`src/rtl/cam_host_port.sv`:
```
module cam_host_port #(
  parameter int SEG_W = 16,
  parameter int SEGS  = 4,
  localparam int WORD_W = SEG_W * SEGS,
  localparam int CNT_W  = (SEGS > 1) ? $clog2(SEGS) : 1
) (
  input  logic              clk,
  input  logic              rst_n,
  input  logic              en_n,
  input  logic              wr_n,
  input  logic              cmd_n,
  input  logic              cmp_n,
  input  logic [SEG_W-1:0]  dq_in,
  output logic [SEG_W-1:0]  dq_out,
  output logic              dq_oe,
  input  logic              match_in_n,
  input  logic              full_in_n,
  output logic              match_out_n,
  output logic              full_out_n,
  input  logic              core_match,
  input  logic              core_full,
  input  logic [WORD_W-1:0] core_rd_word,
  output logic              word_wr,
  output logic [WORD_W-1:0] word_data,
  output logic              cmd_wr,
  output logic [SEG_W-1:0]  cmd_data
);

  localparam logic [CNT_W-1:0] LAST = CNT_W'(SEGS - 1);

  logic              en_q, active;
  logic              lat_rd, lat_data, lat_cmp;
  logic [CNT_W-1:0]  seg_q;
  logic [WORD_W-1:0] buf_q, buf_nxt;

  wire fall = en_q & ~en_n;
  wire rise = ~en_q & en_n & active;

  always_comb begin
    buf_nxt = buf_q;
    buf_nxt[int'(seg_q)*SEG_W +: SEG_W] = dq_in;
  end

  always_ff @(posedge clk or negedge rst_n) begin
    if (!rst_n) begin
      en_q      <= 1'b1;
      active    <= 1'b0;
      lat_rd    <= 1'b0;
      lat_data  <= 1'b1;
      lat_cmp   <= 1'b0;
      seg_q     <= '0;
      buf_q     <= '0;
      word_wr   <= 1'b0;
      word_data <= '0;
      cmd_wr    <= 1'b0;
      cmd_data  <= '0;
    end else begin
      en_q    <= en_n;
      word_wr <= 1'b0;
      cmd_wr  <= 1'b0;
      if (fall) begin
        active   <= 1'b1;
        lat_rd   <= wr_n;
        lat_data <= cmd_n;
        lat_cmp  <= ~cmp_n;
      end
      if (rise) begin
        active <= 1'b0;
        if (!lat_data) begin
          seg_q <= '0;
          if (!lat_rd) begin
            cmd_wr   <= 1'b1;
            cmd_data <= dq_in;
          end
        end else begin
          seg_q <= (seg_q == LAST) ? '0 : seg_q + 1'b1;
          if (!lat_rd) begin
            buf_q <= buf_nxt;
            if (seg_q == LAST) begin
              word_wr   <= 1'b1;
              word_data <= buf_nxt;
            end
          end
        end
      end
    end
  end

  assign dq_oe = active & lat_rd;
  assign dq_out = lat_data ? core_rd_word[int'(seg_q)*SEG_W +: SEG_W]
                           : {{(SEG_W-1-CNT_W){1'b0}}, core_full, seg_q};
  assign match_out_n = match_in_n & ~(lat_cmp & core_match);
  assign full_out_n  = ~(core_full & ~full_in_n);

endmodule


```
`config.mk`:
```
export PLATFORM = sky130hd
export DESIGN_NAME = cam_host_port
export DESIGN_NICKNAME = d
export VERILOG_FILES = /design/src/rtl/cam_host_port.sv
export SDC_FILE = /design/constraint.sdc
export NUM_CORES = 1
export LEC_CHECK = 0
export ABC_AREA = 0
export BUFFER_PORTS_ARGS = -buffer_cell sky130_fd_sc_hd__buf_2
export CORE_ASPECT_RATIO = 1.75
export CORE_UTILIZATION = 50
export CTS_CLUSTER_DIAMETER = 40
export CTS_CLUSTER_SIZE = 28
export DETAILED_ROUTE_END_ITERATION = 7
export GPL_ROUTABILITY_DRIVEN = 0
export PLACE_DENSITY_LB_ADDON = 0.15
export RECOVER_POWER = 50
export SLEW_MARGIN = 20
export SYNTH_ARGS = -nofsm -noshare
export SYNTH_HDL_FRONTEND = slang
export SYNTH_SLANG_ARGS = --single-unit
export TNS_END_PERCENT = 100
```
`constraint.sdc`:
```
create_clock -name clk -period 7.3 [get_ports clk]
set_clock_uncertainty 0.2 [all_clocks]
set_input_delay 0.365 -clock clk [delete_from_list [all_inputs] [get_ports clk]]
set_output_delay 0.365 -clock clk [all_outputs]
set_load 0.01 [all_outputs]
```
==> impl_metrics.json <==
{
  "status": "finished with violations",
  "violations": "capacitance limit, slew limit",
  "die_y_um": 153,
  "synth_most_common_cell": "dfrtp_1",
  "ys_types": 49,
  "drive_gt1_frac": 0.218,
  "synth-main-ff-cell": "dfrtp_1",
  "clkPwrFrac": 0.353,
  "synth_cells": 587,
  "start_util": 0.509,
  "globalRouteOverflowTotal": 0,
  "multi_input_area_um2": 2750,
  "crit_path_start_kind": "input port",
  "endpoint": "buf_q[12]$_DFFE_PN0P_",
  "crit_fanout": 77,
  "io_buffer_count": 190,
  "routed_wl_mm": 18.8,
  "clockRootBuffer": "clkbuf_16",
  "r2r_slack_ns": 3.92,
  "drv_cap": 1,
  "r2r-start": "seg_q[0]$_DFFE_PN0P_",
  "ys_ff_latch": 137,
  "cts_htree_levels": 4,
  "async_flop_share": 1.00,
  "postCtsHoldBufs": 5,
  "syn_nets": 682,
  "wl_per_cell_um": 20.5,
  "nNetsFinal": 831,
  "final_cells": 920,
  "synth_edf_count": 0,
  "ys_seq_area_frac": 0.524,
  "area_growth_pct": 21.7,
  "switching_share": 0.307,
  "die_w_um": 88.5,
  "ant_nets": 0,
  "critPathLaunch": "rst_n",
  "insertion_delay_ns": 0.41,
  "synth_top_area_frac": 0.516,
  "place_inst": 883,
  "die-area_um2": 13600,
  "num_rows": 55,
  "via_count": 5426,
  "min_period_over_period": 0.620,
  "cts_buffers": 17,
  "dp.final_hpwl_mm": 12.5,
  "ff_latch_area_um2": 3430,
  "crit_type": "in2async",
  "worstMarginPinSlew_ns": 4.06,
  "final_util": 0.620,
  "switchingPower_uw": 761,
  "first_iter_violations": 394,
  "ir_drop_v": 0.000220,
  "crit_arrival_ns": 4.77,
  "grt_antenna_before_repair": 0,
  "power_frac_comb": 0.258,
  "fin_crit_ns": 4.52,
  "rr_worst_depth": 5,
  "p_int_mw": 1.72,
  "slew_headroom": -1.71,
  "dr.pass1.iters": 5,
  "power.share.sequential": 0.389,
  "clk_path_buf_depth": 2,
  "yosys-top-cells-area": "dfrtp_1 (52%), a22o_1 (6.1%), a21oi_1 (6.0%)",
  "antennaDiodeCount": 0,
  "max_freq_mhz": 221,
  "setup_ws_ns": 2.78,
  "reg2reg_to": "buf_q[41]$_DFFE_PN0P_",
  "grt_setup_unrepaired": "no",
  "post_cts_buffers": 0,
  "slew_viol_final": 78,
  "finalPower_mw": 2.48,
  "setup_viol_count_final": 0,
  "track_usage": 0.288,
  "vias_per_cell": 5.90,
  "syn_area_um2": 6550,
  "synthTopCellsByCount": "dfrtp_1 (135), a21oi_1 (78), a22o_1 (46), nor2b_1 (36), nand3_1 (32)",
  "detailedPlace.worstSlack_ns": 3.99,
  "coreArea_um2": 12900,
  "power.static_leakage_nw": 3.64,
  "clock_sinks": 137,
  "ys_warn_count": 0,
  "hold_violations": 0,
  "fin_setup_tns_ns": 0,
  "powerDensity_nw_per_um2": 311,
  "worstHoldPathType": "in2reg",
  "syn-mean-instance-area_um2": 11.2,
  "grt_max_degree": 78,
  "cts_tree": "yes",
  "ctsResizeCount": 0,
  "clkTransAtPathRegs_ns": 0.05,
  "grt_pass1_vias": 5443,
  "cp-end-kind": "asynchronous set/reset pin",
  "grt_first_pass_wirelength_mm": 29.1,
  "drc": 0,
  "num-fill-cells": 1117,
  "pin_count": 191,
  "crit_required_ns": 7.55,
  "yosysTopAreaCell": "dfrtp_1"
}
worst min path at each step:
stage          slack, ns  depth (start not counted)                         to       from
2_1_floorplan      -0.13                          0         active$_DFFE_PN0P_      rst_n
3_3_place_gp        0.23                          1   cmd_data[15]$_DFFE_PN0P_      rst_n
3_5_place_dp        0.24                          1   cmd_data[15]$_DFFE_PN0P_      rst_n
4_1_cts             0.08                          3  word_data[59]$_DFFE_PN0P_  dq_in[11]
5_1_grt             0.11                          3  word_data[59]$_DFFE_PN0P_  dq_in[11]
6_report            0.10                          3  word_data[59]$_DFFE_PN0P_  dq_in[11]
cell families (layout without fill, tap and decap cells):
family,Yosys count,count (layout),share of synthesized area
adders and majority gates,6,6,0.0111
muxes,40,40,0.0897
and+or+nand+nor,130,130,0.116
DFF,137,137,0.524
AOI/OAI and AO/OA,194,194,0.202
buffers and inverters,80,242,0.0571
layout by cell type, fill, tap and decap left out, types with 3 or more instances in the layout:
master,synthesis,routed
dfrtp_1,135,135
buf_2,26,104
clkbuf_1,22,90
a21oi_1,78,78
a22o_1,46,46
nor2b_1,36,36
nand3_1,32,32
mux2_1,18,18
clkbuf_16,0,17
a31oi_1,16,16
nor3_1,16,16
a2bb2oi_1,16,16
and2_1,15,14
mux4_2,13,13
nand2_1,13,13
a21boi_0,11,11
a31o_1,10,10
inv_1,8,8
mux2i_1,7,7
clkbuf_8,0,6
buf_4,7,6
ha_1,5,5
dlygate4sd3_1,0,5
o21ai_0,4,4
a21boi_1,3,3
a31o_2,3,3
clkinvlp_4,0,3
area by class of cell:
type / instances / area share
clock buffer: 27 / 0.0656
clock inverter: 5 / 0.0104
inverter: 9 / 0.00424
multi-input combinational: 370 / 0.345
sequential: 137 / 0.430
tap: 171 / 0.0268
timing repair buffer: 201 / 0.118
metal layers:
metal	global-route usage	vias up	share of wire
li1	-	2456	-
met5	0	-	0
met1	0.354	2678	0.40
met2	0.488	256	0.52
met3	0.0524	36	0.062
met4	0.121	0	0.025
flip-flops by register name, summed over array words and instances, names as in the netlist:
name	flops
word_data	64
en_q	1
word_wr	1
lat_rd	1
cmd_data	16
lat_data	1
buf_q	48
lat_cmp	1
active	1
cmd_wr	1
seg_q	2
power by group through the flow:
stage          registers, mW  logic [mW]  clock network, mW
6_report               0.966       0.640              0.875
5_1_grt                0.981       0.702              0.915
4_1_cts                0.963       0.664              0.886
3_5_place_dp           0.973       0.659                  0
3_3_place_gp           0.968       0.642                  0
2_1_floorplan          0.993       0.398                  0
critical path, stage by stage:
cell and delay [ns]:
dlygate4sd3_1 0.52, clkbuf_1 2.84, buf_4 0.99
through the flow:
stage | cell area, um^2 | hold WS [ns]
finish | 7980 | 0.102
detailed placement | 7430 | 0.243
floorplan | 6550 | -0.131
CTS | 8090 | 0.0847
global route | 7980 | 0.109
global placement | 7430 | 0.230
Power figures use the tool's default switching activity.
